--- config.mk ---
export PLATFORM = sky130hd
export DESIGN_NAME = bridge_cfg_regs
export DESIGN_NICKNAME = d
export VERILOG_FILES = /design/src/rtl/bcr_pkg.sv /design/src/rtl/bcr_sequencer.sv /design/src/rtl/bcr_regfile.sv /design/src/rtl/bridge_cfg_regs.sv
export SDC_FILE = /design/constraint.sdc
export NUM_CORES = 1
export LEC_CHECK = 0
export ABC_AREA = 1
export BUFFER_PORTS_ARGS = -buffer_cell sky130_fd_sc_hd__buf_2
export CAP_MARGIN = 5
export CORE_MARGIN = 2
export CORE_UTILIZATION = 25
export DETAILED_ROUTE_END_ITERATION = 8
export PLACE_DENSITY_LB_ADDON = 0.3
export SLEW_MARGIN = 20
export SYNTH_ARGS = -nofsm -noshare
export SYNTH_HDL_FRONTEND = slang
export SYNTH_SLANG_ARGS = --single-unit
--- constraint.sdc ---
create_clock -name clk -period 3.1 [get_ports clk]
set_clock_uncertainty 0.2 [all_clocks]
set_input_delay 0.62 -clock clk [delete_from_list [all_inputs] [get_ports clk]]
set_output_delay 0.62 -clock clk [all_outputs]
set_load 0.05 [all_outputs]
--- src/rtl/bcr_pkg.sv ---
package bcr_pkg;

    typedef enum logic [1:0] {
        ST_IDLE,
        ST_READ_RESP,
        ST_REMAP,
        ST_REMAP_SECRST
    } bcr_state_e;

    localparam int unsigned CTRL_DW        = 15;
    localparam int unsigned SECRST_BIT     = 22;

    // Writable bits of each header dword.
    function automatic logic [31:0] bcr_wmask(input int unsigned idx, input logic lat_wr);
        case (idx)
            1:          return 32'h0000_0147;
            6:          return lat_wr ? 32'hFFFF_FFFF : 32'h00FF_FFFF;
            7:          return 32'h0000_F0F0;
            8, 9:       return 32'hFFF0_FFF0;
            10, 11, 12: return 32'hFFFF_FFFF;
            15:         return 32'h0FFF_0000;
            default:    return 32'h0000_0000;
        endcase
    endfunction

    // Constant read-only content merged into read data.
    function automatic logic [31:0] bcr_roval(input int unsigned idx);
        case (idx)
            1:       return 32'h00A0_0000;
            7:       return 32'h00A0_0101;
            9:       return 32'h0001_0001;
            default: return 32'h0000_0000;
        endcase
    endfunction

    // Dwords rewritten by the disabled-forwarding command.
    function automatic logic bcr_dis_touch(input int unsigned idx);
        return (idx >= 7) && (idx <= 11);
    endfunction

    function automatic logic [31:0] bcr_disval(input int unsigned idx);
        case (idx)
            7:       return 32'h0000_00F0;
            8, 9:    return 32'h0000_FFF0;
            default: return 32'h0000_0000;
        endcase
    endfunction

    // Does a byte-enabled write overlap a forwarding-relevant field?
    function automatic logic bcr_window_hit(input int unsigned idx, input logic [3:0] be);
        case (idx)
            1, 7:              return |be[1:0];
            8, 9, 10, 11, 12:  return |be;
            15:                return |be[3:2];
            default:           return 1'b0;
        endcase
    endfunction

endpackage

--- src/rtl/bcr_sequencer.sv ---
module bcr_sequencer
    import bcr_pkg::*;
(
    input  logic clk,
    input  logic rst_n,
    input  logic do_dis,
    input  logic do_wr,
    input  logic do_rd,
    input  logic win_hit,
    input  logic rst_rise,
    output logic map_update,
    output logic sec_bus_reset,
    output logic rd_valid
);

    bcr_state_e state_q, state_d;

    always_ff @(posedge clk) begin
        if (!rst_n) state_q <= ST_IDLE;
        else        state_q <= state_d;
    end

    always_comb begin
        if (do_dis)
            state_d = ST_REMAP;
        else if (do_wr && win_hit && rst_rise)
            state_d = ST_REMAP_SECRST;
        else if (do_wr && win_hit)
            state_d = ST_REMAP;
        else if (do_rd)
            state_d = ST_READ_RESP;
        else
            state_d = ST_IDLE;
    end

    always_comb begin
        map_update    = 1'b0;
        sec_bus_reset = 1'b0;
        rd_valid      = 1'b0;
        unique case (state_q)
            ST_IDLE:         ;
            ST_READ_RESP:    rd_valid = 1'b1;
            ST_REMAP:        map_update = 1'b1;
            ST_REMAP_SECRST: begin
                map_update    = 1'b1;
                sec_bus_reset = 1'b1;
            end
        endcase
    end

endmodule

--- src/rtl/bcr_regfile.sv ---
module bcr_regfile
    import bcr_pkg::*;
#(
    parameter int unsigned DW_ADDR_W = 4,
    parameter bit          LAT_WR    = 1'b1
) (
    input  logic                 clk,
    input  logic                 rst_n,
    input  logic                 do_dis,
    input  logic                 do_wr,
    input  logic                 do_rd,
    input  logic [DW_ADDR_W-1:0] addr,
    input  logic [3:0]           be,
    input  logic [31:0]          wdata,
    output logic [31:0]          rdata,
    output logic                 win_hit,
    output logic                 rst_rise
);

    localparam int unsigned NUM_DW = 1 << DW_ADDR_W;

    logic [31:0] words [NUM_DW];
    logic [31:0] be_mask;
    logic [31:0] rdata_q;

    assign be_mask = {{8{be[3]}}, {8{be[2]}}, {8{be[1]}}, {8{be[0]}}};

    for (genvar g = 0; g < NUM_DW; g++) begin : g_dw
        localparam logic [31:0] WM = bcr_wmask(g, LAT_WR);
        logic [31:0] img_q;
        always_ff @(posedge clk) begin
            if (!rst_n)
                img_q <= '0;
            else if (do_dis && bcr_dis_touch(g))
                img_q <= bcr_disval(g);
            else if (do_wr && (addr == DW_ADDR_W'(g)))
                img_q <= (img_q & ~(be_mask & WM)) | (wdata & be_mask & WM);
        end
        assign words[g] = img_q;
    end

    assign win_hit  = bcr_window_hit(int'(addr), be);
    assign rst_rise = (addr == DW_ADDR_W'(CTRL_DW)) && be[2]
                      && wdata[SECRST_BIT] && !words[CTRL_DW][SECRST_BIT];

    always_ff @(posedge clk) begin
        if (!rst_n)     rdata_q <= '0;
        else if (do_rd) rdata_q <= words[addr] | bcr_roval(int'(addr));
    end

    assign rdata = rdata_q;

endmodule

--- src/rtl/bridge_cfg_regs.sv ---
module bridge_cfg_regs
    import bcr_pkg::*;
#(
    parameter int unsigned DW_ADDR_W     = 4,
    parameter bit          SEC_EXPRESS   = 1'b0,
    parameter bit          LEGACY_LAT_WR = 1'b0
) (
    input  logic                 clk,
    input  logic                 rst_n,
    input  logic                 cfg_wr,
    input  logic                 cfg_rd,
    input  logic [DW_ADDR_W-1:0] cfg_dw_addr,
    input  logic [3:0]           cfg_be,
    input  logic [31:0]          cfg_wdata,
    input  logic                 fwd_disable,
    output logic [31:0]          cfg_rdata,
    output logic                 cfg_rvalid,
    output logic                 map_update,
    output logic                 sec_bus_reset
);

    localparam bit LAT_WR = !SEC_EXPRESS || LEGACY_LAT_WR;

    logic do_dis, do_wr, do_rd;
    logic win_hit, rst_rise;

    assign do_dis = fwd_disable;
    assign do_wr  = cfg_wr && !fwd_disable;
    assign do_rd  = cfg_rd && !cfg_wr && !fwd_disable;

    bcr_regfile #(
        .DW_ADDR_W (DW_ADDR_W),
        .LAT_WR    (LAT_WR)
    ) u_regfile (
        .clk      (clk),
        .rst_n    (rst_n),
        .do_dis   (do_dis),
        .do_wr    (do_wr),
        .do_rd    (do_rd),
        .addr     (cfg_dw_addr),
        .be       (cfg_be),
        .wdata    (cfg_wdata),
        .rdata    (cfg_rdata),
        .win_hit  (win_hit),
        .rst_rise (rst_rise)
    );

    bcr_sequencer u_seq (
        .clk           (clk),
        .rst_n         (rst_n),
        .do_dis        (do_dis),
        .do_wr         (do_wr),
        .do_rd         (do_rd),
        .win_hit       (win_hit),
        .rst_rise      (rst_rise),
        .map_update    (map_update),
        .sec_bus_reset (sec_bus_reset),
        .rd_valid      (cfg_rvalid)
    );

endmodule

==> results of run 1 <==
worst max-delay path: stages:
cell     delay [ps]
buf_2           140
nand2_1         180
nor2_4          300
nand3_1         410
inv_1           330
nand3_1         180
a21oi_1         170
layout make-up:
cell class | instances | area share (%)
inverters | 137 | 4.37
well taps | 518 | 5.49
diodes | 2 | 0.0424
multi-input cells | 925 | 36.9
clock inverters | 10 | 1.50
flip-flops and latches | 235 | 39.8
repair buffers | 106 | 5.27
clock buffers | 37 | 6.55
worst max path at each step:
| stage | start | to | slack [ps] | depth (start not counted) |
|---|---|---|---|---|
| final | cfg_dw_addr[3] | u_seq.state_q[0] | 990 | 7 |
| after global routing | cfg_dw_addr[3] | u_seq.state_q[0] | 840 | 7 |
| after CTS | u_seq.state_q[0] | cfg_rvalid | 1000 | 3 |
| after detailed placement | cfg_dw_addr[3] | u_seq.state_q[0] | 480 | 7 |
| after global placement | cfg_dw_addr[3] | u_seq.state_q[0] | 460 | 7 |
| after floorplan | fwd_disable | register | 1130 | 8 |
routing by layer:
| metal | up-vias | global-route usage (%) |
|---|---|---|
| met4 | 2 | 4.25 |
| met5 | - | 0 |
| li1 | 4639 | - |
| met3 | 35 | 2.22 |
| met2 | 240 | 24.7 |
| met1 | 4297 | 22.6 |
cell families after synthesis:
logic type / Yosys count / synth area share, %
compound gates: 473 / 24.8
buf+inv: 212 / 8.64
flops: 235 / 47.4
simple gates: 452 / 19.1
cell usage after synthesis, drive strengths merged:
cell | count | area (µm²)
nor2 | 139 | 586
o211ai | 2 | 15.0
a31oi | 1 | 6.26
o22ai | 11 | 68.8
buf | 29 | 168
clkinv | 1 | 3.75
dfxtp | 235 | 4700
inv | 136 | 513
nand2 | 267 | 1030
nand4 | 1 | 6.26
a211oi | 4 | 30.0
a21oi | 228 | 1140
nand3 | 42 | 255
a22oi | 22 | 165
o21ai | 204 | 1020
o21a | 1 | 7.51
clkbuf | 46 | 173
and3 | 3 | 18.8
through the flow:
step                      cells  power, mW  cell area (µm²)  setup slack [ps]  hold slack, ps
after global routing       1968       7.34            11800               845             185
after global placement     1921       3.73            10900               457             231
after floorplan            1372       3.50             9920              1130             220
after detailed placement   1921       3.73            10900               483             236
final                      1970       7.08            11800               988             181
after CTS                  1968       7.16            11800               995             161
report_power, final:
| part | leakage, nW | switching, mW | internal (mW) |
|---|---|---|---|
| sequential | 1.90 | 0.0327 | 3.08 |
| clock | 0.467 | 1.27 | 2.14 |
| combinational | 2.10 | 0.414 | 0.136 |
==> results.yml, run 1 <==
status:
  status: "completed"
global_route:
  grt_start_max_net_pins: 89
  antenna_found_initial: 3
  first_global_vias: 8697
  grt_pass1_wl_um: 51200
  grtUsageTotal_pct: 15.7
  gr-total-overflow: 0
placement:
  io_buffer_count: 79
  dpl.hpwl_um: 22700
  place_congestion: 0.780
floorplan:
  io_pins: 80
  start_util_pct: 25.5
  rows: 72
  die-area_mm2: 0.0413
  core_area_mm2: 0.0389
  die_w_um: 203
  fp.dieH_um: 203
timing:
  setup_viol: 0
  fmax_mhz: 474
  min_period_ps: 2110
  slew_violations: 0
  post-route-period-util_pct: 68.1
  tns_ps: 0
  final_hold_viol_count: 0
  tightest_slew_ps: 855
  rsz0062_at_grt: "false"
  slew_headroom_pct: 43.0
detailed_routing:
  dr.pass1.iters: 5
  wl_met1_um: 16200
  wl_per_cell_um: 16.7
  wl_met3_um: 1620
  routed_wirelength_um: 32900
  highest-signal-layer: "met5"
  routed-wl-met2_um: 14500
  viasPerCell: 4.68
  vias: 9213
  drc: 0
  drtIter0Drc: 707
  postRouteAntennaNets: 0
worst_setup_path:
  reg2reg_to: "u_regfile.rdata[5]"
  cp_max_fo: 12
  worstReg2RegStart: "u_regfile.g_dw[8].img_q[5]"
  required_ps: 3350
  critPathLaunchType: "input pin"
  endpoint_kind: "register"
  rr_worst_depth: 4
  crit_type: "in2reg"
  rrSetupSlack_ps: 1890
  cp.arrival_ps: 2360
synthesis:
  syn_area_per_cell_um2: 7.23
  syn_nets: 1417
  syn_inst: 1372
  synth_seq_area_share_pct: 47.4
  synth_cell_types: 31
  synth_area_mm2: 0.00992
  yosysWarnings: 0
  synth-seq-cells: 235
finish:
  fin_util_pct: 30.4
  final_common_cell: "nand2_1"
  nNetsFinal: 1476
  filler_cell_count: 4240
  area_delta_synth_final_pct: 19.1
  drive_above_1_share_pct: 13.4
  multi_input_area_mm2: 0.00436
  seqCellArea_mm2: 0.00470
  final_cell_mix: "nand2_1 (257), dfxtp_1 (235), a21oi_1 (228)"
job:
  drv_cap: 0
power_and_ir_drop:
  peakVddDrop_mv: 0.433
  power_density_mw_per_mm2: 599
  power_leakage_nw: 4.47
clock_network:
  cts_buffer_depth: 3
  root_buffer: "clkbuf_16"
  cts_resized: 0
  cts.sinks: 235
  cts_made_buffers: 26
  holdBufCountCts: 0
  clkLatencyLatePin_ps: 530
  post_cts_buffers: 0
  path_clk_slew_ps: 60
  cts_tree: "done"
  h-tree-depth: 1
hold_path:
  hp-class: "in2reg"
  min_from: "cfg_rd"
  hold_end: "u_seq.state_q[0]"
  worstHoldPathCells: 3
Note: power is estimated with default switching activity, not from simulation.
==> run 2, diff against run 1 <==
- ABC_AREA: 1 -> 0
- clock period: 3.1 -> 2.1 ns (I/O delays scaled with it)
==> run 2 against run 1 <==
Net effect: total power is 39% higher; global-route usage shrank 1.5 points; synthesized area rose by 3.2%; via count shrank 14%; sequential share of layout area decreased by 2.6 points; final area up 7.1%; final cell count decreased by 15%; setup slack got worse by 820 ps; largest cell class is now multi-input gates.
==> results.yml, run 2 <==
floorplan:
  core_area_mm2: 0.0406
  io_pins: 80
  die-area_mm2: 0.0426
  start_util_pct: 25.2
  fp.dieH_um: 206
  die_w_um: 206
  rows: 74
worst_setup_path:
  endpoint_kind: "primary output"
  crit_type: "reg2out"
  required_ps: 1480
  rrSetupSlack_ps: 600
  cp_max_fo: 2
  cp.arrival_ps: 1310
  rr_worst_depth: 3
  critPathLaunchType: "register"
  reg2reg_to: "u_regfile.rdata[6]"
global_route:
  first_global_vias: 7960
  grt_pass1_wl_um: 47500
  grt_start_max_net_pins: 61
  gr-total-overflow: 0
  antenna_found_initial: 4
  grtUsageTotal_pct: 14.2
detailed_routing:
  drc: 0
  vias: 7963
  wl_met1_um: 14800
  viasPerCell: 4.74
  postRouteAntennaNets: 0
  routed_wirelength_um: 30100
  dr.pass1.iters: 6
  routed-wl-met2_um: 13200
  drtIter0Drc: 565
  highest-signal-layer: "met5"
  wl_per_cell_um: 17.9
  wl_met3_um: 1480
synthesis:
  synth_most_common_cell: "dfxtp_1"
  syn_nets: 1066
  synthTopCellsByArea: "dfxtp_1 (46%), mux2i_1 (13%), mux4_2 (4.8%), nor2_1 (3.6%), o21ai_0 (3.6%)"
  synth_top_area_share_pct: 46.0
  synth-seq-cells: 235
  synth_edf_count: 0
  synthTopCellsByCount: "dfxtp_1 (235), mux2i_1 (135), nor2_1 (99), nand2_1 (87), o21ai_0 (74)"
  synth_cell_types: 50
  yosysWarnings: 0
  yosys.area.top_type: "dfxtp_1"
  ys_async_sr_fraction_pct: 0
  syn_inst: 1021
  synthFlopType: "dfxtp_1"
  synth_seq_area_share_pct: 46.0
  syn_area_per_cell_um2: 10.0
  synth_area_mm2: 0.0102
clock_network:
  h-tree-depth: 1
  root_buffer: "clkbuf_16"
  cts_buffer_depth: 3
  path_clk_slew_ps: 60
  cts_tree: "done"
  post_cts_buffers: 0
  cts_made_buffers: 26
  cts_resized: 0
  clkLatencyLatePin_ps: 530
  cts.sinks: 235
  holdBufCountCts: 9
power_and_ir_drop:
  power_density_mw_per_mm2: 777
  combPwrFrac_pct: 8.6
  seqPwrFrac_pct: 46.6
  intPower_mw: 7.47
  switching_power_mw: 2.36
  peakVddDrop_mv: 0.481
  clkPwrFrac_pct: 44.8
  power_leakage_nw: 5.01
  total_power_mw: 9.83
  swShare_pct: 24.0
placement:
  io_buffer_count: 79
  dpl.hpwl_um: 20900
  dpl_cell_area_mm2: 0.0117
  place_congestion: 0.760
finish:
  final_cell_mix: "dfxtp_1 (235), mux2i_1 (135), nor2_1 (99)"
  finalInstanceArea_mm2: 0.0126
  nNetsFinal: 1178
  drive_above_1_share_pct: 23.3
  filler_cell_count: 4176
  final_common_cell: "dfxtp_1"
  area_delta_synth_final_pct: 23.5
hold_path:
  min_from: "cfg_wdata[20]"
  hp-class: "in2reg"
  worstHoldPathCells: 3
timing:
  post-route-period-util_pct: 91.7
  final_hold_viol_count: 0
  slew_violations: 0
  min_period_ps: 1930
  rsz0062_at_grt: "false"
  slew_headroom_pct: 30.1
  hold_ws_ps: 15.2
  tightest_slew_ps: 1040
  fmax_mhz: 519
  setup_viol: 0
job:
  drv_cap: 0
status:
  status: "completed"
==> run 2: changes by cell type in the layout (fill, tap and decap cells not counted), sizes merged, moves of 18 or more <==
cell    before  now
mux2         0   18
mux2i        0  135
a31oi        1   31
nand3       42   14
nor2b        0   50
nor2       139  109
a21oi      228   25
a21boi       0   49
buf        106  155
inv        136    1
mux4         0   22
o21ai      204   74
nand2      267   87
==> run 2: metrics by stage <==
step | setup TNS, ps | instances | utilization, % | worst slack (ps)
after floorplan | 0 | 1021 | - | 148
final | 0 | 1680 | 31.1 | 173
after global routing | 0 | 1679 | 31.1 | 104
after CTS | 0 | 1679 | 31.1 | 134
after global placement | -7940 | 1628 | 28.9 | -160
after detailed placement | -8550 | 1628 | 28.9 | -178
==> run 2: worst max-delay path by stage <==
stage                     startpoint                         end  slack, ps  cells after the start
CTS                 u_seq.state_q[1]               sec_bus_reset        130                      2
global route        u_seq.state_q[0]                  cfg_rvalid        100                      2
detailed placement       fwd_disable                    register       -180                      5
floorplan             cfg_dw_addr[1]          u_regfile.rdata[6]        150                      6
global placement         fwd_disable  u_regfile.g_dw[9].img_q[6]       -160                      5
finish              u_seq.state_q[0]                  cfg_rvalid        170                      2
==> run 2: worst max-delay path, stage by stage (launching register included) <==
cell	delay, ps
dfxtp_1	380
nor2b_1	140
buf_2	260
==> run 2: logic make-up after synthesis <==
group	after synthesis	share of synthesized area, %
mux	175	20.0
flops	235	46.0
buf+inv	81	3.73
simple gates	296	15.2
compound gates	234	15.1
==> run 2: metal layers <==
metal  up-vias  track usage, %
met2       165            22.4
met5         -               0
met1      3855            20.1
met4         8            3.75
met3        47            2.37
li1       3888               -
==> run 2: cell type report <==
| class | count | area [µm²] | area share (%) |
|---|---|---|---|
| multi-input cells | 705 | 5170 | 40.9 |
| flip-flops and latches | 235 | 4700 | 37.2 |
| repair buffers | 164 | 1280 | 10.2 |
| clock buffers | 38 | 767 | 6.07 |
| well taps | 532 | 666 | 5.26 |
| clock inverters | 4 | 45.0 | 0.356 |
| inverters | 1 | 3.75 | 0.0297 |
| diodes | 1 | 2.50 | 0.0198 |
==> run 2: power groups by stage <==
stage               logic [mW]  registers, mW  clock network [mW]
floorplan                0.399           4.77                   0
global placement         0.830           4.68                   0
detailed placement       0.835           4.68                   0
CTS                      0.852           4.58                4.49
global route             0.915           4.59                4.69
finish                   0.847           4.58                4.40
==> run 3, diff against run 2 <==
- ABC_AREA: 0 -> 1
- CORE_UTILIZATION: 25 -> 55
==> run 3 against run 2 <==
Net effect: sequential power about the same; combinational power shrank 2.5%; final cell count is 1.2% higher.
==> results.yml, run 3 (synthesis gave the netlist of run 1 again) <==
detailed_routing:
  drc: 0
  routed-wl-met2_um: 13200
  routed_wirelength_um: 29000
  vias: 9660
  viasPerCell: 5.68
  wl_per_cell_um: 17.1
  drtIter0Drc: 950
  wl_met3_um: 2570
  wl_met1_um: 12500
  dr.pass1.iters: 6
  highest-signal-layer: "met4"
  postRouteAntennaNets: 0
floorplan:
  rows: 49
  start_util_pct: 55.6
  core_area_mm2: 0.0178
  die_w_um: 138
  io_pins: 80
  die-area_mm2: 0.0191
  fp.dieH_um: 138
power_and_ir_drop:
  peakVddDrop_mv: 0.625
  power_leakage_nw: 4.56
  power_density_mw_per_mm2: 870
worst_setup_path:
  crit_type: "reg2out"
  path_buf_inv: 2
  crit_chain: "inv_1 -> nor2_1 -> buf_2"
  endpoint_kind: "primary output"
  slowest_stage: "dfxtp_1"
  slowest_delay_ps: 340
  critPathLaunchType: "register"
  cp_max_fo: 2
  required_ps: 1480
  cp.arrival_ps: 1220
  crit_family: "flip-flops"
global_route:
  first_global_vias: 9092
  gr-total-overflow: 0
  grt_pass1_wl_um: 46300
  grt_start_max_net_pins: 89
  grtUsageTotal_pct: 29.2
  antenna_found_initial: 0
finish:
  drive_above_1_share_pct: 14.3
  antenna_cells: 0
  area_delta_synth_final_pct: 16.9
  finalInstanceArea_mm2: 0.0116
  final_cell_mix: "nand2_1 (257), dfxtp_1 (235), a21oi_1 (228)"
  nNetsFinal: 1500
  final_common_cell: "nand2_1"
  filler_cell_count: 1560
timing:
  fmax_mhz: 544
  min_period_ps: 1840
  tns_ps: 0
  rsz0062_at_grt: "false"
  setup_viol: 0
  post-route-period-util_pct: 87.5
  slew_violations: 0
  slew_headroom_pct: 66.5
  final_hold_viol_count: 0
  tightest_slew_ps: 503
placement:
  place_congestion: 0.905
  io_buffer_count: 79
  dpl.hpwl_um: 18600
  dpl_cell_area_mm2: 0.0107
clock_network:
  root_buffer: "clkbuf_16"
  path_clk_slew_ps: 60
  cts_made_buffers: 24
  cts_tree: "done"
  cts_buffer_depth: 3
  clkLatencyLatePin_ps: 510
  h-tree-depth: 1
  cts.sinks: 235
job:
  drv_cap: 0
status:
  status: "completed"
hold_path:
  hp-class: "in2reg"
## run 3: changes by cell type in the layout (fill, tap and decap cells not counted), sizes merged, moves of 49 or more
cell,delta
a21boi,-49
a21oi,+203
inv,+134
mux2i,-135
nand2,+180
nor2b,-50
o21ai,+130
## run 3: area by class of cell
class                           count  area, µm²  share of cell area, %
Clock buffer                       31        688                   5.93
Clock inverter                     11        180                   1.55
Inverter                          137        517                   4.46
Multi-Input combinational cell    925       4360                   37.6
Sequential cell                   235       4700                   40.6
Tap cell                          229        287                   2.47
Timing Repair Buffer              132        858                   7.40
## run 3: routing by layer
| metal | track usage (%) | vias to the layer above |
|---|---|---|
| li1 | - | 4672 |
| met1 | 40.9 | 4491 |
| met2 | 46.9 | 436 |
| met3 | 4.19 | 61 |
| met4 | 9.13 | 0 |
| met5 | 0 | - |
## run 3: metrics by stage
step | utilization [%] | worst slack, ps | hold slack [ps] | instances | power, mW
3_3_place_gp | 59.8 | 48.5 | 230 | 1652 | 5.47
5_1_grt | 65.0 | 217 | 37.4 | 1700 | 10.4
4_1_cts | 65.0 | 250 | 8.14 | 1700 | 10.1
3_5_place_dp | 59.8 | 7.84 | 235 | 1652 | 5.48
6_report | 65.0 | 263 | 13.2 | 1700 | 10.1
2_1_floorplan | - | 326 | 220 | 1372 | 5.17
## run 3: timing repair
item | in CTS | in global routing
resized for setup | 0 | 0
setup buffers | 0 | 0
hold buffers | 6 | 0
hold endpoints to repair | 7 | 0
## run 3: report_power, final
group / switching [mW] / total, mW / internal (mW)
Sequential: 0.0461 / 4.59 / 4.54
Combinational: 0.598 / 0.826 / 0.228
Clock: 1.77 / 4.68 / 2.91
## run 3: path summary, 6_finish.rpt
kind                                           end  slack, ps             start  cells after the start
worst min-delay path                      register         10     cfg_wdata[18]                      3
worst min register to register            register        240          register                      2
worst max-delay path                    cfg_rvalid        260  u_seq.state_q[0]                      3
worst max register to register  u_regfile.rdata[8]        910          register                      6
## run 3: worst min-delay path: stages
cell	delay, ps
buf_2	130
nand2_1	70
a21oi_1	60
